`config.mk`:
```
export PLATFORM = sky130hd
export DESIGN_NAME = aux_edid_responder
export DESIGN_NICKNAME = d
export VERILOG_FILES = /design/src/rtl/aux_edid_pkg.sv /design/src/rtl/aux_hdr_decode.sv /design/src/rtl/aux_id_rom.sv /design/src/rtl/aux_edid_session.sv /design/src/rtl/aux_edid_responder.sv
export SDC_FILE = /design/constraint.sdc
export NUM_CORES = 1
export LEC_CHECK = 0
export BUFFER_PORTS_ARGS = -buffer_cell sky130_fd_sc_hd__buf_2
export CORE_UTILIZATION = 55
export CTS_CLUSTER_DIAMETER = 80
export DETAILED_ROUTE_END_ITERATION = 8
export PLACE_DENSITY = 0.71
export RECOVER_POWER = 50
export SETUP_SLACK_MARGIN = 0.3
export SLEW_MARGIN = 20
export SYNTH_ARGS = -nofsm -noshare
export SYNTH_HDL_FRONTEND = slang
export SYNTH_HIERARCHICAL = 1
export SYNTH_SLANG_ARGS = --single-unit
```
`constraint.sdc`:
```
create_clock -name clk -period 3.7 [get_ports clk]
set_clock_uncertainty 0.1 [all_clocks]
set_input_delay 0.555 -clock clk [delete_from_list [all_inputs] [get_ports clk]]
set_output_delay 0.555 -clock clk [all_outputs]
set_load 0.05 [all_outputs]
```
`src/rtl/aux_edid_pkg.sv`:
```
package aux_edid_pkg;

  localparam logic [7:0] OFS_CTRL  = 8'h10;
  localparam logic [7:0] OFS_DATA0 = 8'h14;

  localparam int CTRL_BUSY_BIT = 31;
  localparam int CTRL_DONE_BIT = 30;
  localparam int SIZE_LSB      = 20;
  localparam int SIZE_W        = 5;

  localparam logic [SIZE_W-1:0] SIZE_ADDR_ONLY = 5'd3;
  localparam logic [SIZE_W-1:0] SIZE_READ_ONE  = 5'd4;
  localparam logic [SIZE_W-1:0] REPLY_SZ_READ  = 5'd2;
  localparam logic [SIZE_W-1:0] REPLY_SZ_OTHER = 5'd1;

  typedef struct packed {
    logic [3:0]  op;
    logic        is_read;
    logic        mot;
    logic [15:0] i2c_addr;
  } aux_hdr_t;

  typedef enum logic [1:0] {
    ACT_NONE   = 2'd0,
    ACT_RESET  = 2'd1,
    ACT_SELECT = 2'd2,
    ACT_READ   = 2'd3
  } sess_act_e;

endpackage

```
`src/rtl/aux_hdr_decode.sv`:
```
module aux_hdr_decode
  import aux_edid_pkg::*;
#(
  parameter logic [15:0] TARGET_ADDR = 16'h0050
) (
  input  logic [31:0]       req_word,
  input  logic [SIZE_W-1:0] msg_size,
  output aux_hdr_t          hdr,
  output sess_act_e         act,
  output logic              keep_reply
);

  always_comb begin
    hdr.op       = req_word[31:28];
    hdr.is_read  = req_word[28];
    hdr.mot      = req_word[30];
    hdr.i2c_addr = req_word[23:8];
  end

  always_comb begin
    act        = ACT_NONE;
    keep_reply = 1'b0;
    if (msg_size == SIZE_ADDR_ONLY) begin
      if (!hdr.mot || hdr.i2c_addr == 16'h0000) begin
        act = ACT_RESET;
      end else if (hdr.i2c_addr == TARGET_ADDR) begin
        act = ACT_SELECT;
      end
    end else if (hdr.is_read) begin
      if (msg_size == SIZE_READ_ONE) begin
        act = ACT_READ;
      end else begin
        keep_reply = 1'b1;
      end
    end
  end

endmodule

```
`src/rtl/aux_id_rom.sv`:
```
module aux_id_rom #(
  parameter int DEPTH = 128,
  parameter int DW    = 8,
  localparam int AW   = $clog2(DEPTH)
) (
  input  logic          clk,
  input  logic          we,
  input  logic [AW-1:0] waddr,
  input  logic [DW-1:0] wdata,
  input  logic [AW-1:0] raddr,
  output logic [DW-1:0] rdata
);

  logic [DW-1:0] mem [DEPTH];

  always_ff @(posedge clk) begin
    if (we) begin
      mem[waddr] <= wdata;
    end
    rdata <= mem[raddr];
  end

endmodule

```
`src/rtl/aux_edid_session.sv`:
```
module aux_edid_session
  import aux_edid_pkg::*;
#(
  parameter int DEPTH = 128,
  parameter int DW    = 8,
  localparam int AW   = $clog2(DEPTH),
  localparam int PW   = $clog2(DEPTH + 1)
) (
  input  logic          clk,
  input  logic          rst,
  input  logic          go,
  input  sess_act_e     act,
  input  logic          monitor_present,
  input  logic [DW-1:0] rom_q,
  output logic [AW-1:0] rom_raddr,
  output logic [PW-1:0] ptr,
  output logic          selected,
  output logic          available,
  output logic [DW-1:0] byte_out
);

  localparam logic [PW-1:0] PTR_END = PW'(DEPTH);

  logic at_end;
  assign at_end    = (ptr == PTR_END);
  assign rom_raddr = ptr[AW-1:0];

  always_comb begin
    if (!(selected && available)) begin
      byte_out = {DW{1'b1}};
    end else if (at_end) begin
      byte_out = '0;
    end else begin
      byte_out = rom_q;
    end
  end

  always_ff @(posedge clk) begin
    if (rst) begin
      ptr       <= '0;
      selected  <= 1'b0;
      available <= 1'b0;
    end else if (go) begin
      unique case (act)
        ACT_RESET: begin
          ptr       <= '0;
          selected  <= 1'b0;
          available <= 1'b0;
        end
        ACT_SELECT: begin
          selected  <= 1'b1;
          available <= monitor_present;
        end
        ACT_READ: begin
          if (selected && available && !at_end) begin
            ptr <= ptr + 1'b1;
          end
        end
        default: ;
      endcase
    end
  end

endmodule

```
`src/rtl/aux_edid_responder.sv`:
```
module aux_edid_responder
  import aux_edid_pkg::*;
#(
  parameter int          ROM_DEPTH   = 128,
  parameter int          NDATA       = 5,
  parameter logic [15:0] TARGET_ADDR = 16'h0050,
  parameter logic [7:0]  ACK_CODE    = 8'h00,
  localparam int         AW          = $clog2(ROM_DEPTH),
  localparam int         PW          = $clog2(ROM_DEPTH + 1)
) (
  input  logic          clk,
  input  logic          rst,
  input  logic          wr_en,
  input  logic          rd_en,
  input  logic [7:0]    addr,
  input  logic [31:0]   wdata,
  output logic [31:0]   rdata,
  input  logic          monitor_present,
  input  logic          rom_we,
  input  logic [AW-1:0] rom_waddr,
  input  logic [7:0]    rom_wdata
);

  logic [31:0] ctrl_q;
  logic [31:0] data_q [NDATA];

  // address decode for the data window
  logic [NDATA-1:0] data_hit;
  logic             ctrl_hit;
  assign ctrl_hit = (addr == OFS_CTRL);

  for (genvar k = 0; k < NDATA; k++) begin : g_hit
    assign data_hit[k] = (addr == OFS_DATA0 + 8'(4 * k));
  end

  logic send;
  assign send = wr_en && ctrl_hit && wdata[CTRL_BUSY_BIT];

  aux_hdr_t          hdr;
  sess_act_e         act;
  logic              keep_reply;
  logic [SIZE_W-1:0] msg_size;
  assign msg_size = wdata[SIZE_LSB +: SIZE_W];

  aux_hdr_decode #(.TARGET_ADDR(TARGET_ADDR)) u_dec (
    .req_word   (data_q[0]),
    .msg_size   (msg_size),
    .hdr        (hdr),
    .act        (act),
    .keep_reply (keep_reply)
  );

  logic [AW-1:0] rom_raddr;
  logic [7:0]    rom_q;
  logic [PW-1:0] ptr_w;
  logic          sel_w;
  logic          avail_w;
  logic [7:0]    byte_w;

  aux_id_rom #(.DEPTH(ROM_DEPTH), .DW(8)) u_rom (
    .clk   (clk),
    .we    (rom_we),
    .waddr (rom_waddr),
    .wdata (rom_wdata),
    .raddr (rom_raddr),
    .rdata (rom_q)
  );

  aux_edid_session #(.DEPTH(ROM_DEPTH), .DW(8)) u_sess (
    .clk             (clk),
    .rst             (rst),
    .go              (send),
    .act             (act),
    .monitor_present (monitor_present),
    .rom_q           (rom_q),
    .rom_raddr       (rom_raddr),
    .ptr             (ptr_w),
    .selected        (sel_w),
    .available       (avail_w),
    .byte_out        (byte_w)
  );

  logic [31:0] done_word;
  logic [31:0] reply_word;

  always_comb begin
    done_word = '0;
    done_word[CTRL_DONE_BIT] = 1'b1;
    done_word[SIZE_LSB +: SIZE_W] = hdr.is_read ? REPLY_SZ_READ : REPLY_SZ_OTHER;
    reply_word = {ACK_CODE, 24'h0};
    if (act == ACT_READ) begin
      reply_word[23:16] = byte_w;
    end
  end

  always_ff @(posedge clk) begin
    if (rst) begin
      ctrl_q <= '0;
    end else if (send) begin
      ctrl_q <= done_word;
    end else if (wr_en && ctrl_hit) begin
      ctrl_q <= wdata;
    end
  end

  for (genvar k = 0; k < NDATA; k++) begin : g_data
    if (k == 0) begin : g_first
      always_ff @(posedge clk) begin
        if (rst) begin
          data_q[k] <= '0;
        end else if (send) begin
          if (!keep_reply) begin
            data_q[k] <= reply_word;
          end
        end else if (wr_en && data_hit[k]) begin
          data_q[k] <= wdata;
        end
      end
    end else begin : g_rest
      always_ff @(posedge clk) begin
        if (rst) begin
          data_q[k] <= '0;
        end else if (wr_en && data_hit[k]) begin
          data_q[k] <= wdata;
        end
      end
    end
  end

  logic [31:0] rd_mux;
  always_comb begin
    rd_mux = '0;
    if (ctrl_hit) begin
      rd_mux = ctrl_q;
    end
    for (int k = 0; k < NDATA; k++) begin
      if (data_hit[k]) begin
        rd_mux = data_q[k];
      end
    end
  end

  always_ff @(posedge clk) begin
    if (rst) begin
      rdata <= '0;
    end else if (rd_en) begin
      rdata <= rd_mux;
    end
  end

endmodule

```
After elaboration in Yosys (flattened, before gate mapping)
Memories as Yosys holds them, arrays and structs flattened. A register that Yosys moved wholly into a read port is not among the register bits. Index checks and enable logic that the tools add are counted.

Output and inout port bits: 32. Bits in latches: 0. Register bits: 74. Input bits: 61. Bits in writable memories: 1184. ROM bits: 0. Word-level logic and storage cells: 102. Memories: 2.

Memories: u_rom.mem (words 128, width 8, rd ports 1, clocked after memory_dff 1, wr ports 1, line aux_id_rom.sv:14) `logic [DW-1:0] mem [DEPTH];`; data_q (words 5, width 32, rd ports 5, clocked after memory_dff 0, wr ports 5, line aux_edid_responder.sv:25) `logic [31:0] data_q [NDATA];`.

Equality and inequality tests: 14. Divide/modulo/power cells: 0. Multipliers: 0. Shifts and indexed selects: 0. $add $sub $neg: 1. Bitwise gates (word level): 6. Reduce and logical (&&, ||, !) cells: 19. Magnitude comparators: 0. Muxes and demuxes: 54.

Operators by type and width (count): 2-to-1 mux 32 bit (12); 2-to-1 mux 31 bit (2); == test 8 x 5 -> 1 bit (second input constant) (4); 2-to-1 mux 8 bit (4); 2-to-1 mux 1 bit (27); == test 16 x 7 -> 1 bit (second input constant) (1); == test 8 x 6 -> 1 bit (second input constant) (2); zero test 16 bit (1); case mux 8 bit (2 select lines) (1); 2-to-1 mux 2 bit (6); logical AND 1 bit (9); adder 8 x 1 -> 8 bit (second input constant) (1); == test 8 bit (second input constant) (1); OR 1 bit (6); nonzero test 2 bit (3); == test 5 x 2 -> 1 bit (second input constant) (1); == test 5 x 3 -> 1 bit (second input constant) (1); == test 2 bit (second input constant) (2); case mux 1 bit (2 select lines) (2); AND reduction 3 bit (1); == test 2 x 1 -> 1 bit (second input constant) (1); zero test 1 bit (2); != test 2 x 1 -> 1 bit (second input constant) (1); AND reduction 2 bit (1); other kinds (2) (2).

Depth between registers and ports, before layout
Gate-level depths: netlist (run 1).

Word-level depth: 10. Gate-level depth with buffers: 9. Mapped depth without buffers: 9.

By module
Netlist (run 1), hierarchy kept.

Modules (own cells, without submodules): aux_id_rom (sequential area each 30909.6 µm², instances 1, area each 39665.5 µm², cells each 1635); aux_edid_responder (sequential area each 6085.8 µm², instances 1, area each 9997.1 µm², cells each 826); aux_edid_session (sequential area each 200.2 µm², instances 1, area each 749.5 µm², cells each 86); aux_hdr_decode (sequential area each 0.0 µm², instances 1, area each 304.0 µm², cells each 40).

Worst setup path before layout (run 1)
OpenSTA, ideal clock, no wires.

Path type: reg-to-reg. From: reg u_sess.ptr[0]. To: reg u_rom.rdata[0] (read register of u_rom.mem). Period minus slack after synthesis: 3073 ps. Required time: 3479 ps. Cell stages (with the launch flop): 8. Buffers on the path: 3. Arrival time: 2852 ps. Slack: 627 ps. Library setup time: 121 ps. Cells stage by stage: dfxtp_1 > buf_4 > clkbuf_1 > buf_1 > mux4_2 > mux4_2 > mux4_2 > mux2_2.

RTL lines: from (decl) (line aux_edid_session.sv:16) `output logic [PW-1:0] ptr,`; from (signal assigned) (line aux_edid_session.sv:56) `ptr <= ptr + 1'b1;`; to (decl) (line aux_id_rom.sv:11) `output logic [DW-1:0] rdata`.

Worst setup path after layout (run 1)
From: in rom_wdata[3]. To: mem u_rom.mem[36][3], data pin.

RTL lines: from (decl) (line aux_edid_responder.sv:21) `input logic [7:0] rom_wdata`; to (decl) (line aux_id_rom.sv:14).

Straight into the memory's write port.

==> key figures, run 1 <==
Global routing
  • Number of antenna violations at the first check in global routing: 8
  • Largest net degree at the start of global routing: 118
  • Vias in the first global route: 26570
  • Total GRT Usage: 0.2559
  • First-pass GRT wire length: 172800 µm
  • GRT Residual Overflow: 0

Clock tree
  • Post-CTS Repair Setup Buffers: 0
  • Clk root buf: clkbuf_16
  • Clock Tree Buf Depth: 3
  • H-tree depth: 4
  • CTS tree: built
  • CTS clk-pin slew, worst paths: 0.06 ns
  • Clock latency on the worst-skew pair: 0.74 ns
  • CTS buffer count: 131
  • Clock sinks: 1266

Setup path
  • R2R depth: 6
  • Worst EP arrival: 3.54 ns
  • Launching point of the worst reg2reg path: u_sess/ptr[0]$_SDFFE_PP0P_
  • Flop-to-flop setup slack: 0.49 ns
  • Slowest CP cell: clkbuf_1
  • CP required: 4.03 ns
  • Slowest stage delay, CP: 2.06 ns
  • CP max FO: 70
  • CP startpoint: rom_wdata[3]
  • Crit path kind: input port to flop
  • Worst setup SP type: input port
  • Sequence of cells on the critical path: clkbuf_1 > clkbuf_2
  • Largest delay share family, worst path: buffers and inverters
  • CP Capture Point: u_rom/mem[36][3]$_DFFE_PP_
  • CP Depth: 2
  • CP bufs+invs: 2
  • Critical Path End Type: flop
  • Reg2reg end: u_rom/rdata[2]$_DFF_P_

Job
  • Max Cap Viol: 9

Route
  • Vias/cell: 6.348
  • DR pass1 iterations: 6
  • DRT Wirelength: 116600 µm
  • Routed wire per std cell: 28.36 µm
  • Via Count: 26090
  • DRT iter0 DRCs: 2845
  • Residual DRC: 0
  • Post-route ant nets: 0

Floorplan
  • Core ar.: 90560 µm²
  • Die Wd: 305.2 µm
  • Die ar.: 93140 µm²
  • Die Height: 305.2 µm
  • Site row count: 110
  • I/O Pins: 93
  • Initial Util: 0.5583

Placement
  • Placer Congestion: 0.8234
  • Hpwl dp: 70810 µm
  • Post-Place Cells: 3854
  • Dpl ws: 0.5173 ns
  • Port Buf Inserts: 92

STA
  • Worst Slack Setup Final: 0.4922 ns
  • Final Slew Violations: 773
  • Final period util: 0.8670
  • Final setup violating endpoints: 0
  • RSZ-0062 raised after global routing: no
  • Hold Fails Final Rpt: 0
  • Fmax achieved: 311.7 MHz
  • Relative slew slack: -1.081
  • Final Critical Period: 3.208 ns
  • TNS Setup: 0 ns
  • Actual slew at the worst max-slew pin: 3.121 ns

Run status
  • Status: complete, but fails checks
  • Failing checks: max-capacitance violations, max-slew violations

Layout
  • Nets: 2891
  • Commonest non-fill, non-tap cell in the layout: edfxtp_1
  • Non-filler cells, final: 4110
  • Area growth, synth to finish: 13.68%
  • Proportion of layout cells with a drive suffix above 1: 0.2780
  • Commonest cells after routing, fill and taps aside: 1184 x edfxtp_1, 352 x mux4_2, 163 x nor2_1

Power and ir drop
  • Power, Total: 0.02932 W
  • Leakage: 18.05 nW
  • Max VDD drop: 484.3 µV
  • Pwr/cell area: 510.2 nW/µm²

Synthesis
  • Post-synth net total: 2632
  • Synth Instances: 2566
  • Syn Area/Cell: 19.70 µm²
  • Synth Warn #: 6
  • Mapped Area: 50560 µm²

Worst hold path
  • Hold crit path type: input port to flop
cell type report:
class,count,area [µm²]
inverters,12,45.04
flip-flops and latches,1266,37210
repair buffers,296,2029
clock inverters,64,583.1
multi-input cells,1118,12520
fillers,6099,33090
well taps,1176,1471
diodes,6,15.01
clock buffers,172,3600
sequential cells by signal (all words and copies together), names as in the netlist:
name              cells
u_rom/mem          1024
data_q              160
ctrl_q               32
rdata                32
u_rom/rdata           8
u_sess/ptr            8
u_sess/available      1
u_sess/selected       1
tightest hold or removal path, stage by stage:
cell and delay, ns:
buf_2 0.14, nand2_1 0.06, a21oi_1 0.05
layer usage:
metal | global-route usage | share of wire
met1 | 0.3466 | 0.39
met2 | 0.4057 | 0.49
met3 | 0.06198 | 0.091
met4 | 0.09992 | 0.033
met5 | 0 | 0.00029
report_power, final:
| part | switching, W | leakage, nW | internal [W] |
|---|---|---|---|
| clock | 0.00531 | 2.04 | 0.00743 |
| sequential | 0.0000526 | 11.4 | 0.0158 |
| combinational | 0.000548 | 4.61 | 0.000177 |
worst min path at each step:
stage	start	to	slack (ns)	cells past startpoint
2_1_floorplan	ctrl_q[11]$_SDFFE_PP0P_	ctrl_q[11]$_SDFFE_PP0P_	0.33	2
3_3_place_gp	ctrl_q[24]$_SDFFE_PP0P_	ctrl_q[24]$_SDFFE_PP0P_	0.34	2
3_5_place_dp	ctrl_q[3]$_SDFFE_PP0P_	ctrl_q[3]$_SDFFE_PP0P_	0.34	2
4_1_cts	wdata[18]	ctrl_q[18]$_SDFFE_PP0P_	0.0006	3
5_1_grt	monitor_present	u_sess/available$_SDFFE_PP0P_	0.03	3
6_report	wdata[18]	ctrl_q[18]$_SDFFE_PP0P_	0.05	3
through the flow:
step	util	area, µm²	hold WS, ns
2_1_floorplan	-	50560	0.3289
3_3_place_gp	0.5889	53330	0.3357
3_5_place_dp	0.5889	53330	0.3441
4_1_cts	0.6366	57660	0.0006211
5_1_grt	0.6345	57470	0.03110
6_report	0.6346	57470	0.04680
timing repair:
action / in CTS / in global routing
hold buffers: 14 / 0
endpoints found under the hold margin: 14 / 0
resized for setup: 0 / 0
(Power assumes the default switching activity.)
==> run 2: changes to the inputs <==
--- a/config.mk
+++ b/config.mk
@@ -10,7 +10,7 @@
 export CTS_CLUSTER_DIAMETER = 80
 export DETAILED_ROUTE_END_ITERATION = 8
 export PLACE_DENSITY = 0.71
-export RECOVER_POWER = 50
+export RECOVER_POWER = 100
 export SETUP_SLACK_MARGIN = 0.3
 export SLEW_MARGIN = 20
 export SYNTH_ARGS = -nofsm -noshare
==> key figures, run 2 (same netlist as run 1, synthesis figures left out) <==
STA
  • Final period util: 0.8981 (was 0.8670)
  • TNS Setup: 0 ns (unchanged)
  • Actual slew at the worst max-slew pin: 3.144 ns (was 3.121 ns)
  • Hold WS: 0.04651 ns (was 0.04680 ns)
  • Final Critical Period: 3.323 ns (was 3.208 ns)
  • Fmax achieved: 300.9 MHz (was 311.7 MHz)
  • RSZ-0062 raised after global routing: no (unchanged)
  • Relative slew slack: -1.096 (was -1.081)
  • Final Slew Violations: 924 (was 773)
  • Hold Fails Final Rpt: 0 (unchanged)
  • Final setup violating endpoints: 0 (unchanged)

Layout
  • Design Area, Final: 56950 µm² (was 57470 µm²)
  • Top flop regs: u_rom/mem (1024), data_q (160) (unchanged)
  • Max reg flops: 1024 (unchanged)
  • Area growth, synth to finish: 12.65% (was 13.68%)
  • Commonest cells after routing, fill and taps aside: 1184 x edfxtp_1, 352 x mux4_2, 211 x clkbuf_1 (was 1184 x edfxtp_1, 352 x mux4_2, 163 x nor2_1)
  • Utilization after layout: 0.6289 (was 0.6346)
  • Footprint of the multi-input gates: 12440 µm² (was 12520 µm²)
  • Commonest non-fill, non-tap cell in the layout: edfxtp_1 (unchanged)
  • Nets: 2891 (unchanged)
  • Fill cells: 6253 (was 6099)
  • FF+latch area: 37210 µm² (about the same)
  • Top reg by flops: u_rom/mem (unchanged)
  • Proportion of layout cells with a drive suffix above 1: 0.2264 (was 0.2780)

Floorplan
  • Die Height: 305.2 µm (unchanged)
  • Initial Util: 0.5583 (unchanged)
  • Die ar.: 93140 µm² (unchanged)
  • I/O Pins: 93 (unchanged)
  • Die Wd: 305.2 µm (unchanged)
  • Site row count: 110 (unchanged)
  • Core ar.: 90560 µm² (unchanged)

Setup path
  • Sequence of cells on the critical path: buf_12 > buf_12 > mux4_2 > mux4_2 > mux4_2 > mux2_1 (was clkbuf_1 > clkbuf_2)
  • Slowest CP cell: mux4_2 (was clkbuf_1)
  • CP max FO: 26 (was 70)
  • CP required: 4.21 ns (was 4.03 ns)
  • Critical Path End Type: flop (unchanged)
  • Launching point of the worst reg2reg path: u_sess/ptr[0]$_SDFFE_PP0P_ (unchanged)
  • CP startpoint: u_sess/ptr[0]$_SDFFE_PP0P_ (was rom_wdata[3])
  • Worst EP arrival: 3.83 ns (was 3.54 ns)
  • Slowest stage delay, CP: 0.58 ns (was 2.06 ns)
  • R2R depth: 6 (unchanged)
  • Flop-to-flop setup slack: 0.38 ns (was 0.49 ns)
  • Crit path kind: flop to flop (was input port to flop)
  • Cell with the most instances on the worst path: mux4_2
  • Reg2reg end: u_rom/rdata[2]$_DFF_P_ (unchanged)
  • Worst setup SP type: flop (was input port)

Global routing
  • First-pass GRT wire length: 172800 µm (unchanged)
  • Number of antenna violations at the first check in global routing: 8 (unchanged)
  • GRT Residual Overflow: 0 (unchanged)
  • Largest net degree at the start of global routing: 118 (unchanged)
  • Vias in the first global route: 26570 (unchanged)
  • Total GRT Usage: 0.2559 (unchanged)

Clock tree
  • CTS clk-pin slew, worst paths: 0.06 ns (about the same)
  • Clock latency on the worst-skew pair: 0.74 ns (about the same)
  • Clk root buf: clkbuf_16 (unchanged)
  • CTS tree: built (unchanged)
  • Post-CTS Repair Setup Buffers: 0 (unchanged)
  • Clock Tree Buf Depth: 3 (unchanged)
  • H-tree depth: 4 (unchanged)
  • Post-cts resize count: 0 (unchanged)
  • CTS buffer count: 131 (unchanged)
  • Hold bufs inserted after CTS: 14 (unchanged)
  • Clock sinks: 1266 (unchanged)

Run status
  • Failing checks: max-capacitance violations, max-slew violations (unchanged)
  • Status: complete, but fails checks (unchanged)

Worst hold path
  • Hold crit path type: input port to flop (unchanged)
  • Hold EP: ctrl_q[28]$_SDFFE_PP0P_ (was ctrl_q[18]$_SDFFE_PP0P_)
  • Worst hold start: wdata[28] (was wdata[18])
  • Hold Path Cell Cnt: 3 (unchanged)

Route
  • DRT Wirelength: 116600 µm (about the same)
  • Via Count: 26080 (was 26090)
  • Post-route ant nets: 0 (unchanged)
  • Vias/cell: 6.343 (was 6.348)
  • Routed wire per std cell: 28.36 µm (about the same)
  • DR pass1 iterations: 6 (unchanged)
  • Residual DRC: 0 (unchanged)
  • DRT iter0 DRCs: 2882 (was 2845)

Job
  • Max Cap Viol: 13 (was 9)

Power and ir drop
  • Pwr/cell area: 514.8 nW/µm² (was 510.2 nW/µm²)
  • Leakage: 17.41 nW (was 18.05 nW)
  • Max VDD drop: 485.4 µV (was 484.3 µV)
  • Power, Total: 0.02932 W (about the same)

Placement
  • DP Area: 53330 µm² (unchanged)
  • Placer Congestion: 0.8234 (unchanged)
  • Hpwl dp: 70810 µm (unchanged)
  • Port Buf Inserts: 92 (unchanged)
[run 2: area by class of cell]
type	instances	share of cell area
Antenna cell	7	0.0003076
Inverter	12	0.0007909
Clock buffer	172	0.06321
Timing Repair Buffer	296	0.02795
Clock inverter	64	0.01024
Tap cell	1176	0.02584
Sequential cell	1266	0.6533
Multi-Input combinational cell	1118	0.2184
[run 2: power by group]
group / total [W] / switching [W] / internal (W)
clock: 0.0128 / 0.00532 / 0.00743
sequential: 0.0159 / 0.0000525 / 0.0158
combinational: 0.000709 / 0.000546 / 0.000163
[run 2: critical path: cells and delay by family (launching register included)]
kind                   cells  cell delay (ns)
flip-flops                 1             0.52
buffers and inverters      2             0.51
multiplexers               4             2.04
[run 2: routing by layer]
layer	GRT usage	wire [µm]
met5	0	34
met3	0.06198	10880
met1	0.3466	44810
met4	0.09992	3916
met2	0.4057	56950
[run 2: how the worst max path moves through the flow]
| stage | endpoint | slack [ns] | depth (start not counted) |
|---|---|---|---|
| floorplan | u_rom/rdata[0]$_DFF_P_ | 0.63 | 7 |
| global placement | u_rom/rdata[6]$_DFF_P_ | 0.54 | 6 |
| detailed placement | u_rom/rdata[2]$_DFF_P_ | 0.52 | 6 |
| CTS | u_rom/rdata[2]$_DFF_P_ | 0.50 | 6 |
| global route | data_q[2][23]$_SDFFCE_PN0P_ | 0.23 | 6 |
| finish | u_rom/rdata[2]$_DFF_P_ | 0.38 | 6 |
[run 2: stage by stage]
stage | worst slack, ns | cells
after detailed placement | 0.5173 | 3854
after global placement | 0.5434 | 3854
after CTS | 0.4966 | 4104
final | 0.3771 | 4111
after global routing | 0.2273 | 4107
after floorplan | 0.6272 | 2566
